<file path="config.mk">
export PLATFORM = sky130hd
export DESIGN_NAME = tadc_resp
export DESIGN_NICKNAME = d
export VERILOG_FILES = /design/src/rtl/tadc_pkg.sv /design/src/rtl/tadc_cmd_track.sv /design/src/rtl/tadc_chan_sel.sv /design/src/rtl/tadc_reply_fmt.sv /design/src/rtl/tadc_resp.sv
export SDC_FILE = /design/constraint.sdc
export NUM_CORES = 1
export LEC_CHECK = 0
export ABC_AREA = 1
export BUFFER_PORTS_ARGS = -buffer_cell sky130_fd_sc_hd__buf_2
export CAP_MARGIN = 5
export CORE_MARGIN = 2
export CORE_UTILIZATION = 51
export CTS_CLUSTER_DIAMETER = 80
export DETAILED_ROUTE_END_ITERATION = 8
export PLACE_DENSITY_LB_ADDON = 0.25
export RECOVER_POWER = 25
export SLEW_MARGIN = 20
export SYNTH_ARGS = -nofsm -noshare
export SYNTH_HDL_FRONTEND = slang
export SYNTH_SLANG_ARGS = --single-unit
</file>
<file path="constraint.sdc">
create_clock -name clk -period 4.8 [get_ports clk]
set_input_delay 0.24 -clock clk [delete_from_list [all_inputs] [get_ports clk]]
set_output_delay 0.24 -clock clk [all_outputs]
set_load 0.01 [all_outputs]
</file>
<file path="src/rtl/tadc_pkg.sv">
package tadc_pkg;

    parameter int unsigned BYTE_W   = 8;
    parameter int unsigned RES_W    = 12;
    parameter int unsigned CH_W     = 3;
    parameter int unsigned CH_LSB   = 4;
    parameter int unsigned LO_SHIFT = 3;

    localparam int unsigned HI_W = BYTE_W - 1;
    localparam int unsigned LO_W = RES_W - HI_W;

    // position in the two-byte readout
    typedef enum logic [1:0] {
        PH_FRESH   = 2'd0,
        PH_HI_SENT = 2'd1,
        PH_DONE    = 2'd2
    } phase_e;

    // what the current exchange returns
    typedef enum logic [1:0] {
        RK_ZERO = 2'd0,
        RK_HI   = 2'd1,
        RK_LO   = 2'd2
    } kind_e;

    typedef enum logic [CH_W-1:0] {
        CH_TEMP_A = 3'd0,
        CH_POS_Y  = 3'd1,
        CH_BATT   = 3'd2,
        CH_PRES_A = 3'd3,
        CH_PRES_B = 3'd4,
        CH_POS_X  = 3'd5,
        CH_AUDIO  = 3'd6,
        CH_TEMP_B = 3'd7
    } chan_e;

    function automatic logic is_cmd(input logic [BYTE_W-1:0] b);
        return b[BYTE_W-1];
    endfunction

    function automatic chan_e chan_of(input logic [BYTE_W-1:0] b);
        return chan_e'(b[CH_LSB +: CH_W]);
    endfunction

    function automatic logic [BYTE_W-1:0] frame_hi(input logic [RES_W-1:0] r);
        return {1'b0, r[RES_W-1 -: HI_W]};
    endfunction

    function automatic logic [BYTE_W-1:0] frame_lo(input logic [RES_W-1:0] r);
        return BYTE_W'({r[LO_W-1:0], {LO_SHIFT{1'b0}}});
    endfunction

endpackage

</file>
<file path="src/rtl/tadc_cmd_track.sv">
module tadc_cmd_track
    import tadc_pkg::*;
(
    input  logic              clk,
    input  logic              rst,
    input  logic              xfer_valid,
    input  logic [BYTE_W-1:0] xfer_din,
    input  logic              desel,
    output logic [BYTE_W-1:0] cmd_q,
    output phase_e            phase_q,
    output kind_e             kind
);

    always_comb begin
        unique case (phase_q)
            PH_HI_SENT: kind = RK_LO;
            PH_DONE:    kind = RK_ZERO;
            default:    kind = is_cmd(cmd_q) ? RK_HI : RK_ZERO;
        endcase
    end

    always_ff @(posedge clk) begin
        if (rst) begin
            cmd_q   <= '0;
            phase_q <= PH_FRESH;
        end else if (desel) begin
            cmd_q   <= '0;
            phase_q <= PH_FRESH;
        end else if (xfer_valid) begin
            if (is_cmd(xfer_din)) begin
                cmd_q   <= xfer_din;
                phase_q <= PH_FRESH;
            end else begin
                unique case (kind)
                    RK_HI:   phase_q <= PH_HI_SENT;
                    RK_LO:   phase_q <= PH_DONE;
                    default: phase_q <= phase_q;
                endcase
            end
        end
    end

    // a command byte is stored and the readout restarts
    p_cmd_store_r3: assert property (@(posedge clk) disable iff (rst)
        (xfer_valid && !desel && xfer_din[BYTE_W-1])
        |=> (cmd_q == $past(xfer_din)) && (phase_q == PH_FRESH));

    // deselect empties the command register
    p_desel_clear_r11: assert property (@(posedge clk) disable iff (rst)
        desel |=> (cmd_q == '0) && (phase_q == PH_FRESH));

    // once done, only a command or deselect leaves the done state
    p_done_sticky_r6: assert property (@(posedge clk) disable iff (rst)
        (phase_q == PH_DONE && !desel && !(xfer_valid && xfer_din[BYTE_W-1]))
        |=> phase_q == PH_DONE);

endmodule

</file>
<file path="src/rtl/tadc_chan_sel.sv">
module tadc_chan_sel
    import tadc_pkg::*;
#(
    parameter logic [RES_W-1:0] X_OFFSET = 12'h100,
    parameter logic [RES_W-1:0] Y_OFFSET = 12'h0B0,
    parameter logic [RES_W-1:0] Y_IDLE   = 12'hFFF
) (
    input  chan_e            chan,
    input  logic             pen_down,
    input  logic [RES_W-1:0] raw_x,
    input  logic [RES_W-1:0] raw_y,
    output logic [RES_W-1:0] result
);

    always_comb begin
        unique case (chan)
            CH_POS_X: result = pen_down ? RES_W'(raw_x + X_OFFSET) : '0;
            CH_POS_Y: result = pen_down ? RES_W'(raw_y + Y_OFFSET) : Y_IDLE;
            default:  result = '0;
        endcase
    end

endmodule

</file>
<file path="src/rtl/tadc_reply_fmt.sv">
module tadc_reply_fmt
    import tadc_pkg::*;
(
    input  logic              clk,
    input  logic              rst,
    input  logic              xfer_valid,
    input  kind_e             kind,
    input  logic [RES_W-1:0]  result,
    output logic [RES_W-1:0]  res_q,
    output logic              rsp_valid,
    output logic [BYTE_W-1:0] rsp_byte
);

    always_ff @(posedge clk) begin
        if (rst) begin
            res_q     <= '0;
            rsp_valid <= 1'b0;
            rsp_byte  <= '0;
        end else begin
            rsp_valid <= xfer_valid;
            if (xfer_valid) begin
                unique case (kind)
                    RK_HI: begin
                        res_q    <= result;
                        rsp_byte <= frame_hi(result);
                    end
                    RK_LO:   rsp_byte <= frame_lo(res_q);
                    default: rsp_byte <= '0;
                endcase
            end
        end
    end

    // a reply follows each exchange by exactly one cycle
    p_rsp_follow_r2: assert property (@(posedge clk) disable iff (rst)
        $past(xfer_valid && !rst) == rsp_valid);

    // high reply never sets the top bit
    p_hi_msb_r4: assert property (@(posedge clk) disable iff (rst)
        (xfer_valid && kind == RK_HI) |=> rsp_byte[BYTE_W-1] == 1'b0);

    // low reply keeps its pad bits clear
    p_lo_pad_r5: assert property (@(posedge clk) disable iff (rst)
        (xfer_valid && kind == RK_LO) |=> rsp_byte[LO_SHIFT-1:0] == '0);

endmodule

</file>
<file path="src/rtl/tadc_resp.sv">
module tadc_resp
    import tadc_pkg::*;
#(
    parameter logic [RES_W-1:0] X_OFFSET = 12'h100,
    parameter logic [RES_W-1:0] Y_OFFSET = 12'h0B0
) (
    input  logic              clk,
    input  logic              rst,
    input  logic              xfer_valid,
    input  logic [BYTE_W-1:0] xfer_din,
    input  logic              desel,
    input  logic              pen_down,
    input  logic [RES_W-1:0]  raw_x,
    input  logic [RES_W-1:0]  raw_y,
    output logic              rsp_valid,
    output logic [BYTE_W-1:0] rsp_byte
);

    logic [BYTE_W-1:0] cmd_q;
    phase_e            phase_q;
    kind_e             kind;
    logic [RES_W-1:0]  result;
    logic [RES_W-1:0]  res_q;

    tadc_cmd_track u_track (
        .clk        (clk),
        .rst        (rst),
        .xfer_valid (xfer_valid),
        .xfer_din   (xfer_din),
        .desel      (desel),
        .cmd_q      (cmd_q),
        .phase_q    (phase_q),
        .kind       (kind)
    );

    tadc_chan_sel #(
        .X_OFFSET (X_OFFSET),
        .Y_OFFSET (Y_OFFSET),
        .Y_IDLE   ({RES_W{1'b1}})
    ) u_sel (
        .chan     (chan_of(cmd_q)),
        .pen_down (pen_down),
        .raw_x    (raw_x),
        .raw_y    (raw_y),
        .result   (result)
    );

    tadc_reply_fmt u_fmt (
        .clk        (clk),
        .rst        (rst),
        .xfer_valid (xfer_valid),
        .kind       (kind),
        .result     (result),
        .res_q      (res_q),
        .rsp_valid  (rsp_valid),
        .rsp_byte   (rsp_byte)
    );

    // captured result holds while the low reply is pending
    p_res_hold_r10: assert property (@(posedge clk) disable iff (rst)
        (phase_q == PH_HI_SENT && $past(phase_q == PH_HI_SENT && !rst))
        |-> $stable(res_q));

    // exchanges after the readout return zero
    p_zero_after_r6: assert property (@(posedge clk) disable iff (rst)
        (xfer_valid && phase_q == PH_DONE) |=> rsp_byte == '0);

    // without a stored command, replies are zero
    p_no_cmd_zero_r1: assert property (@(posedge clk) disable iff (rst)
        (xfer_valid && cmd_q == '0 && phase_q == PH_FRESH) |=> rsp_byte == '0);

endmodule

</file>
# [After elaboration in Yosys (flattened, before gate mapping)]
# Cells that the tools add are included.
[op_classes] n_addsub=2 multipliers=0 n_div=0 order_cmp=0 eq_ne=6 n_shift=0 muxes=8 n_bitwise=0 n_reduce_logical=5
[op_table] op="2-to-1 mux 12 bit" n=2
[op_table] op="one-hot mux 12 bit (2 select lines)" n=1
[op_table] op="one-hot mux 8 bit (2 select lines)" n=1
[op_table] op="adder 12 x 8 -> 12 bit (second input constant)" n=1
[op_table] op="adder 12 x 9 -> 12 bit (second input constant)" n=1
[op_table] op="one-hot mux 2 bit (2 select lines)" n=2
[op_table] op="AND reduction 2 bit" n=3
[op_table] op="== test 2 x 1 -> 1 bit (second input constant)" n=2
[op_table] op="== test 2 bit (second input constant)" n=2
[op_table] op="== test 3 x 1 -> 1 bit (second input constant)" n=1
[op_table] op="== test 3 bit (second input constant)" n=1
[op_table] op="nonzero test 3 bit" n=1
[op_table] op="2-to-1 mux 2 bit" n=1
[op_table] op="OR reduction 2 bit" n=1
[op_table] op="2-to-1 mux 1 bit" n=1
[totals] ff_bits=24 latchBits=0 ramBits=0 mem_bits_ro=0 inputBits=37 out_inout_bits=9 wordCells=26 memories=0

# [Longest topological paths before layout]
# Gate-level depths: netlist of run 1.
[depth] word_depth=5 depth_mapped=12 depth_no_buf=12

# [Modules after synthesis]
# Synthesis of run 1 repeated with hierarchy kept, for this count alone.
[unflattened] hier_cells=237 hier_area_um2=1679.1
[by_module_without_submodules] module="tadc_reply_fmt" instances=1 cells_per_inst=104 area_each_um2=872.1 seq_area_each_um2=420.4
[by_module_without_submodules] module="tadc_chan_sel" instances=1 cells_per_inst=81 area_each_um2=404.1 seq_area_each_um2=0.0
[by_module_without_submodules] module="tadc_cmd_track" instances=1 cells_per_inst=52 area_each_um2=402.9 seq_area_each_um2=200.2

# [Worst setup path before layout of run 1]
# Ideal clock, no wire load.
[synth_path] path_kind="register to register" from="register u_track.phase_q[1]" to="register u_fmt.res_q[2]" setup_time_ns=0.056 t_arrival_ns=1.546 required_ns=4.744 path_slack_ns=3.198 stages_incl_launch_ff=11 n_path_buf=0 period_less_slack_ns=1.602 path_cell_list="dfxtp_1 inv_1 ha_1 nand2_1 inv_1 ha_1 nand2_1 inv_1 nor2_1 a211o_1 inv_1"
[synth_via] elab_chain_len=4 word_cells_on_any_way=5 classes_between="eq/ne (3); mux (1); reduce/logical (1)"
[synth_lines] element="start: declaration" line="tadc_cmd_track.sv:10" source="output phase_e phase_q,"
[synth_lines] element="start signal: assignment" line="tadc_cmd_track.sv:37" source="default: phase_q <= phase_q;"
[synth_lines] element="== test 2 bit or == test 2 x 1 -> 1 bit (tied branches)" line="tadc_cmd_track.sv:15" source="unique case (phase_q)"
[synth_lines] element="one-hot mux 2 bit (2 select lines) (*)" line="tadc_cmd_track.sv:15"
[synth_lines] element="== test 2 x 1 -> 1 bit (*)" line="tadc_reply_fmt.sv:22" source="unique case (kind)"
[synth_lines] element="AND reduction 2 bit (no line) (*)"
[synth_lines] element="end signal: assignment" line="tadc_reply_fmt.sv:24" source="res_q <= result;"
[synth_lines] element="end: declaration" line="tadc_reply_fmt.sv:9" source="output logic [RES_W-1:0] res_q,"
# Mark *: on every way between the ends. The rest lies on a longest branch, timed or not.
# A chain may end at the register's enable or synchronous reset.

# [Worst setup path after layout of run 1]
# Same ends and word-level chain as after synthesis.

==> flow_summary.ini, run 1 <==
[status]
outcome = finished, final reports clean

[min_path]
hp-start = xfer_din[5]
hold_path.class = in -> reg

[route]
initialDrtViolationCount = 29
firstDrtPassIters = 4
drt_wl_total_mm = 2.60
vias = 1245
viasPerCell = 4.94
drcViolationCount = 0
wl_per_cell_um = 10.3
ant_nets = 0

[floorplan]
chipHeight_um = 51.8
io_pins = 46
rows = 17
die-area_um2 = 2680
start_util_pct = 53.2
core_um2 = 2190
chipWidth_um = 51.8

[sta]
finalCriticalPeriod_ps = 1890
finalSetupViolations = 0
whs_ps = 181
period_share_pct = 39.4
fin_tns_setup_ps = 0
tightest_slew_ps = 692
rsz0062_at_grt = no
hold_violations = 0
max_slew_margin_pct = 53.8
slew_viol_final = 0
fmax_ghz = 0.529
finClkSkew_ps = 3.80

[global_route]
grt-ovfl-total = 0
grt_pass1_wl_mm = 4.52
track_usage_pct = 22.1
grt_pass1_vias = 1169
grt_max_degree = 16
grt_antenna_before_repair = 0

[synth]
syn_inst = 181
syn-mean-instance-area_um2 = 6.44
yosys_warnings = 0
syn_area_um2 = 1170
yosys.area.top_type = dfxtp_1
synth_cell_types = 25
synthTopCellsByArea = dfxtp_1, nand2_1, a21oi_1
synth-edff-count = 0
seq_area_frac_synth_pct = 34.3
yosys_register_bits = 20
async_reset_ff_share_pct = 0
synth_flop_cell = dfxtp_1
yosysTopAreaCellShare_pct = 34.3
syn-num-nets = 223

[cts]
clock-root-buffer = clkbuf_4
clock-sinks = 20
postCtsHoldBufs = 0
cts_buffers = 3
clk_path_buf_depth = 2
postCtsSetupRepairBufs = 0
clk_latency_ps = 300
htreeDepth = 1
tritoncts = built
cts_resized = 0
clk_pin_slew_worst_paths_ps = 110

[final_layout]
utilization_pct = 66.0
fillCellCount = 196
layout-area-overhead-vs-synth_pct = 23.9
n_antenna_cell = 0
drive_gt1_share_pct = 20.5
multi_input_area_um2 = 661
num-nets-final = 267
register_area_um2 = 400

[place]
io_buffers = 41
place_congestion = 0.854
place_hpwl_mm = 2.05

[setup_path]
cp_max_fo = 8
rrSetupSlack_ps = 2910
start_kind = register
end_kind = register
critPathLaunch = u_track.phase_q[1]
required_ps = 5060
worstReg2RegStart = u_track.phase_q[1]
crit_arrival_ps = 2150
critPathKind = reg -> reg

[power]
vdd_drop_max_mv = 0.194
p_per_area_nw_per_um2 = 243
cellLeakagePower_nw = 0.731
p_total_w = 0.000352

[run]
cap_violations = 0
cell usage in the layout (no fill, tap or decap):
master      n
o21ai_1     3
nand2_1    69
a21oi_1    15
xor2_1      1
clkbuf_4    3
clkinv_1    1
inv_1      18
bufinv_16   1
or2_1       1
inv_2       2
o21ai_0    13
a22o_1      1
nor3_4      1
clkbuf_1    4
dfxtp_1    20
nor2_1     12
a211o_1     1
bufinv_8    1
o31ai_1     1
nand3_1     9
or2_0       1
nor3b_1     1
xnor2_1     1
buf_2      37
a21oi_2     1
nand4_1     1
ha_1        5
synth_stat cells, types with 2 or more instances:
| library cell | instances |
|---|---|
| dfxtp_1 | 20 |
| nor2_1 | 12 |
| nand2_1 | 69 |
| inv_1 | 18 |
| ha_1 | 5 |
| o21ai_1 | 3 |
| o21ai_0 | 13 |
| nand3_1 | 9 |
| inv_2 | 2 |
| a21oi_1 | 15 |
stage by stage:
stage / cells / area [um2] / worst slack [ps]
5_1_grt: 252 / 1450 / 2790
2_1_floorplan: 181 / 1170 / 3200
3_5_place_dp: 248 / 1400 / 2970
3_3_place_gp: 248 / 1400 / 3020
4_1_cts: 252 / 1450 / 2930
6_report: 252 / 1450 / 2910
report_power, final:
group	total (W)	internal, W	switching [W]
registers	0.000169	0.000168	0.000000887
logic	0.0000461	0.0000195	0.0000266
clock network	0.000137	0.0000845	0.0000522
worst paths after layout:
| check | endpoint | depth (start not counted) |
|---|---|---|
| worst min register to register | u_track.cmd_q[4] | 2 |
| worst min-delay path | u_track.cmd_q[5] | 3 |
| worst max register to register | u_fmt.res_q[2] | 10 |
| worst max-delay path | u_fmt.res_q[2] | 10 |
final cells by class:
class                      count  share of cell area, %
clock buffer                   3                   1.56
clock inverter                 1                   2.08
inverter                      22                   6.67
multi-input combinational    137                   45.7
sequential                    20                   27.7
tap                           28                   2.42
timing repair buffer          41                   13.9
sequential cells by signal, indices dropped and copies added (netlist names):
signal           flops
u_fmt.rsp_byte       8
u_fmt.res_q          5
u_track.cmd_q        4
u_fmt.rsp_valid      1
u_track.phase_q      2
layer usage:
| layer | routed length (um) | GRT usage, % | vias to the layer above |
|---|---|---|---|
| met5 | 0 | 0 | - |
| met4 | 44 | 7.46 | 0 |
| met3 | 143 | 3.74 | 6 |
| met2 | 1260 | 39.3 | 38 |
| met1 | 1150 | 26.9 | 534 |
| li1 | - | - | 667 |
kinds of logic after synthesis:
group | after synthesis | share of synthesized area, %
and+or+nand+nor | 95 | 33.6
AOI/OAI and AO/OA | 35 | 16.2
buffers and inverters | 24 | 9.01
DFF | 20 | 34.3
adders and majority gates | 5 | 5.36
xor gates and xnor gates | 2 | 1.50
critical path, cell delays in order (launching register included):
cell and delay [ps]:
dfxtp_1 340, inv_1 40, ha_1 260, nand2_1 70
inv_1 70, ha_1 250, nand2_1 210, inv_1 250
nor2_1 70, a211o_1 220, inv_1 50
Power figures use the tool's default switching activity.
==> run 2, diff against run 1 <==
--- a/config.mk
+++ b/config.mk
@@ -8,8 +8,9 @@
 export ABC_AREA = 1
 export BUFFER_PORTS_ARGS = -buffer_cell sky130_fd_sc_hd__buf_2
 export CAP_MARGIN = 5
+export CORE_ASPECT_RATIO = 2
 export CORE_MARGIN = 2
-export CORE_UTILIZATION = 51
+export CORE_UTILIZATION = 43
 export CTS_CLUSTER_DIAMETER = 80
 export DETAILED_ROUTE_END_ITERATION = 8
 export PLACE_DENSITY_LB_ADDON = 0.25
==> constraint.sdc (replaced) <==
create_clock -name clk -period 1.6 [get_ports clk]
set_input_delay 0.08 -clock clk [delete_from_list [all_inputs] [get_ports clk]]
set_output_delay 0.08 -clock clk [all_outputs]
set_load 0.01 [all_outputs]
==> run 2 against run 1 <==
Net effect:
- clock power grew to 3.7 times the previous value
- non-clock buffer count up 5
- die area is 18% higher
- critical path type unchanged
- critical endpoint is now u_fmt.rsp_byte[1]
- largest cell class unchanged
==> flow_summary.ini, run 2 (synthesis results as in run 1) <==
[status]
outcome = finished, final reports clean

[sta]
finalSetupViolations = 0
finClkSkew_ps = 1.08
tightest_slew_ps = 351
finalCriticalPeriod_ps = 1500
max_slew_margin_pct = 76.4
hold_violations = 0
whs_ps = 73.3
slew_viol_final = 0
layout_setup_ws_ps = 99.5
fmax_ghz = 0.666
period_share_pct = 93.8
fin_tns_setup_ps = 0

[cts]
clk_path_buf_depth = 2
clk_pin_slew_worst_paths_ps = 70
clock-root-buffer = clkbuf_8
tritoncts = built
clock-sinks = 20
cts_buffers = 3
htreeDepth = 1
clk_latency_ps = 260

[setup_path]
start_kind = register
worstRegToRegCells = 7
cp_max_fo = 5
required_ps = 1800
crit_arrival_ps = 1700
critPathKind = reg -> reg
end_kind = register

[final_layout]
largest_register_ff_count = 8
register_area_um2 = 402
final_cells = 257
layout_common_cells = nand2_1, buf_2, dfxtp_1, inv_1, a21oi_1
n_antenna_cell = 0
utilization_pct = 59.2
multi_input_area_um2 = 673
layout-area-overhead-vs-synth_pct = 30.4
top_regs = u_fmt.rsp_byte (8), u_fmt.res_q (5), u_track.cmd_q (4)
num-nets-final = 272
final_common_cell = nand2_1
fillCellCount = 275
drive_gt1_share_pct = 26.2
regMostFlops = u_fmt.rsp_byte

[power]
vdd_drop_max_mv = 1.03
p_per_area_nw_per_um2 = 760
cellLeakagePower_nw = 0.772

[global_route]
grt-ovfl-total = 0
grt_max_degree = 16
grt_pass1_vias = 1092
track_usage_pct = 19.5
grt_antenna_before_repair = 0
grt_pass1_wl_mm = 4.31

[route]
initialDrtViolationCount = 26
drcViolationCount = 0
vias = 1253
ant_nets = 0
drt_wl_total_mm = 2.80
wl_per_cell_um = 10.9
viasPerCell = 4.88
firstDrtPassIters = 4

[place]
dp_slack_ps = 47.9
place_hpwl_mm = 2.25
place_congestion = 0.813
dp_cells = 253
io_buffers = 41

[floorplan]
chipWidth_um = 40.8
die-area_um2 = 3170
io_pins = 46
rows = 26
start_util_pct = 45.4
chipHeight_um = 77.6
core_um2 = 2570

[run]
cap_violations = 0

[min_path]
hold_path.class = in -> reg
whs_path_depth = 3
-- run 2: cell types whose count changed in the layout (fill, tap and decap cells not counted), sizes merged --
cell / delta
buf: +7
clkbuf: -2
-- run 2: metrics by stage --
stage | area [um2] | total power [W]
6_report | 1520 | 0.00116
3_5_place_dp | 1440 | 0.000659
3_3_place_gp | 1440 | 0.000659
2_1_floorplan | 1170 | 0.000592
5_1_grt | 1520 | 0.00120
4_1_cts | 1510 | 0.00116
-- run 2: where the power goes --
part	internal [W]	switching, W
Combinational	0.0000628	0.0000802
Clock	0.000334	0.000172
Sequential	0.000503	0.00000290
Total	0.000900	0.000255
-- run 2: per-layer routing --
layer | up-vias | routed length [um] | GRT usage [%] | part of all wire (%)
met5 | - | 0 | 0 | 0
met4 | 0 | 46 | 8.00 | 1.6
met3 | 5 | 104 | 2.57 | 3.7
met2 | 27 | 1580 | 36.1 | 56
met1 | 546 | 1080 | 18.9 | 38
li1 | 675 | - | - | -
-- run 2: area by class of cell --
cell class                 instances  area share (%)
tap                               28            2.30
multi-input combinational        137            44.3
inverter                          22            6.50
clock buffer                       3            2.72
sequential                        20            26.4
clock inverter                     1            1.98
timing repair buffer              46            15.8
-- run 2: critical path: stages (launching register included) --
cell,delay [ps]
dfxtp_1,370
bufinv_8,200
nor3_4,230
buf_4,170
nand2_1,50
o31ai_1,100
nand4_1,170
a21oi_1,160
-- run 2: path summary, 6_finish.rpt --
| path | startpoint | to | slack, ps |
|---|---|---|---|
| worst min-delay path | xfer_din[5] | u_track.cmd_q[5] | 70 |
| worst max register to register | u_track.cmd_q[6] | u_fmt.rsp_byte[1] | 100 |
| worst max-delay path | u_track.cmd_q[6] | u_fmt.rsp_byte[1] | 100 |
| worst min register to register | u_track.phase_q[1] | u_track.phase_q[1] | 460 |
-- run 2: what timing repair did --
action | in CTS | in global routing
gates resized for setup | 0 | 7
setup buffers | 0 | 0
endpoints found under the setup margin | 0 | 11
hold buffers | 0 | 0
==> run 3, diff against run 2 <==
--- a/config.mk
+++ b/config.mk
@@ -5,7 +5,7 @@
 export SDC_FILE = /design/constraint.sdc
 export NUM_CORES = 1
 export LEC_CHECK = 0
-export ABC_AREA = 1
+export ABC_AREA = 0
 export BUFFER_PORTS_ARGS = -buffer_cell sky130_fd_sc_hd__buf_2
 export CAP_MARGIN = 5
 export CORE_ASPECT_RATIO = 2
@@ -19,3 +19,4 @@
 export SYNTH_ARGS = -nofsm -noshare
 export SYNTH_HDL_FRONTEND = slang
 export SYNTH_SLANG_ARGS = --single-unit
+export TNS_END_PERCENT = 50
==> run 3 against run 2 <==
Net effect:
- the flow now finishes with violations (setup timing)
- clock skew is 8.0 ps higher
- worst hold slack worse by 10 ps
- synthesized cell count is 10% lower
- via count is 3.5% higher
- non-clock buffer count is 3 higher
==> flow_summary.ini, run 3 <==
[sta]
rsz0062_at_grt = yes
slew_viol_final = 0
hold_violations = 0
tightest_slew_ps = 498
finalSetupViolations = 6
fmax_ghz = 0.581
finalCriticalPeriod_ps = 1720
layout_setup_ws_ps = -120
max_slew_margin_pct = 66.7
finClkSkew_ps = 9.07
fin_tns_setup_ps = -352
period_share_pct = 108

[cts]
clk_latency_ps = 270
htreeDepth = 1
cts_buffers = 3
postCtsHoldBufs = 0
clock-sinks = 20
tritoncts = built
clk_path_buf_depth = 2
clk_pin_slew_worst_paths_ps = 80
clock-root-buffer = clkbuf_8

[route]
initialDrtViolationCount = 19
wl_per_cell_um = 14.7
drcViolationCount = 0
firstDrtPassIters = 4
vias = 1297
viasPerCell = 5.54
ant_nets = 0
drt_wl_total_mm = 3.45

[floorplan]
chipWidth_um = 41.6
io_pins = 46
start_util_pct = 44.4
rows = 27
chipHeight_um = 79.1
core_um2 = 2740
die-area_um2 = 3290

[global_route]
grt_max_degree = 19
track_usage_pct = 22.4
grt-ovfl-total = 0
grt_pass1_wl_mm = 5.55
grt_pass1_vias = 1227
grt_antenna_before_repair = 0

[synth]
yosys_warnings = 0
synth_most_common_cell = nand2_1
yosys-top-cells-count = nand2_1, a21oi_1, dfxtp_1
syn_inst = 162
synthTopCellsByArea = dfxtp_1, nand2_1, a21oi_1
async_reset_ff_share_pct = 0
syn-num-nets = 204
yosys_register_bits = 20
yosysTopAreaCellShare_pct = 33.0
syn_area_um2 = 1210
seq_area_frac_synth_pct = 33.0
syn-mean-instance-area_um2 = 7.49
synth_cell_types = 38
synth_flop_cell = dfxtp_1
yosys.area.top_type = dfxtp_1
synth-edff-count = 0

[setup_path]
crit_chain = inv_2 > ha_4 > nand2_4 > ha_4 > nor3_4 > buf_6 > a221oi_4 > o31ai_2
end_kind = register
cp_common_cell = ha_4
start_kind = register
cp_top_family = adder cells
cpMaxStageDelayCell = dfxtp_2
cp_max_fo = 6
required_ps = 1750
worstRegToRegCells = 8
critPathKind = reg -> reg
critPathMaxStageDelay_ps = 340
cp_num_cells = 8
crit_arrival_ps = 1870
cp_num_buf_inv = 2

[final_layout]
layout-area-overhead-vs-synth_pct = 34.8
largest_register_ff_count = 8
multi_input_area_um2 = 840
top_regs = u_fmt.rsp_byte (8), u_fmt.res_q (5), u_track.cmd_q (4)
utilization_pct = 59.8
regMostFlops = u_fmt.rsp_byte
final_cells = 234
fillCellCount = 254
n_antenna_cell = 0
final_common_cell = buf_2
num-nets-final = 248
layout_common_cells = buf_2, nand2_1, a21oi_1, dfxtp_1, o21ai_0
register_area_um2 = 403
drive_gt1_share_pct = 35.1

[power]
p_total_w = 0.00108
cellLeakagePower_nw = 0.690
p_per_area_nw_per_um2 = 657
vdd_drop_max_mv = 0.480

[place]
place_hpwl_mm = 2.63
dp_cells = 229
dp_slack_ps = -191
io_buffers = 41
place_congestion = 0.791

[status]
outcome = complete, but fails checks
failed_checks = setup timing

[min_path]
whs_path_depth = 3
hold_path.class = in -> reg

[run]
cap_violations = 0
run 3: changes by cell type after synthesis, moves of 3 or more:
cell / before / now
o2111ai_1: 0 / 5
nor2b_1: 0 / 8
inv_1: 18 / 8
o21ai_0: 13 / 10
nor2_1: 12 / 8
buf_2: 1 / 6
a21oi_1: 15 / 21
clkbuf_1: 1 / 4
nand2b_1: 0 / 4
nand3_1: 9 / 5
nand2_1: 69 / 29
o21ai_1: 3 / 0
run 3: worst min-delay path: cells and delay by family:
family | cells | cell delay (ps)
AO/OA/AOI/OAI | 1 | 50
buffers and inverters | 1 | 90
AND/OR/NAND/NOR | 1 | 60
run 3: cells by family (layout without fill, tap and decap cells):
group                      Yosys count  in the layout  synth area share [%]
and+or+nand+nor                     66             66                  27.3
AOI/OAI and AO/OA                   48             48                  24.6
DFF                                 20             20                  33.0
buffers and inverters               18             61                  6.19
adders and majority gates            5              5                  5.15
xor gates and xnor gates             4              4                  2.89
muxes                                1              1                 0.825
run 3: metal layers:
metal  global-route usage, %  routed length [um]  vias to the layer above
li1                        -                   -                      655
met5                       0                   0                        -
met1                    21.2                1320                      590
met4                    15.8                 108                        0
met2                    41.3                1880                       44
met3                    4.09                 131                        8
run 3: repair_timing:
| action | 4_1_cts | 5_1_grt |
|---|---|---|
| pin swaps | 6 | 8 |
| gates resized for setup | 6 | 10 |
| setup endpoints to repair | 12 | 12 |
| setup buffers | 0 | 2 |
run 3: path summary, 6_finish.rpt:
path / start / end / slack (ps)
setup reg to reg: u_track.phase_q[1] / u_fmt.rsp_byte[6] / -120
setup / recovery: u_track.phase_q[1] / u_fmt.rsp_byte[6] / -120
hold reg to reg: u_fmt.rsp_byte[2] / u_fmt.rsp_byte[2] / 470
hold / removal: xfer_din[5] / u_track.cmd_q[5] / 60
run 3: through the flow:
step / instance area [um2] / hold slack, ps
floorplan: 1250 / 223
global placement: 1500 / 352
detailed placement: 1500 / 354
CTS: 1580 / 60.8
global route: 1640 / 58.6
finish: 1640 / 62.8
run 3: report_power, final:
| part | internal [W] | leakage [nW] | total [W] | switching, W |
|---|---|---|---|---|
| Clock | 0.000220 | 0.0288 | 0.000392 | 0.000173 |
| Combinational | 0.0000784 | 0.499 | 0.000177 | 0.0000985 |
| Sequential | 0.000502 | 0.163 | 0.000506 | 0.00000457 |
| Total | 0.000800 | 0.690 | 0.00108 | 0.000276 |
run 3: area by class of cell:
cell class              instances  area share, %
inverters                       8           1.83
repair buffers                 49           16.7
flip-flops and latches         20           24.6
multi-input cells             124           51.3
clock buffers                   4           3.36
well taps                      29           2.22
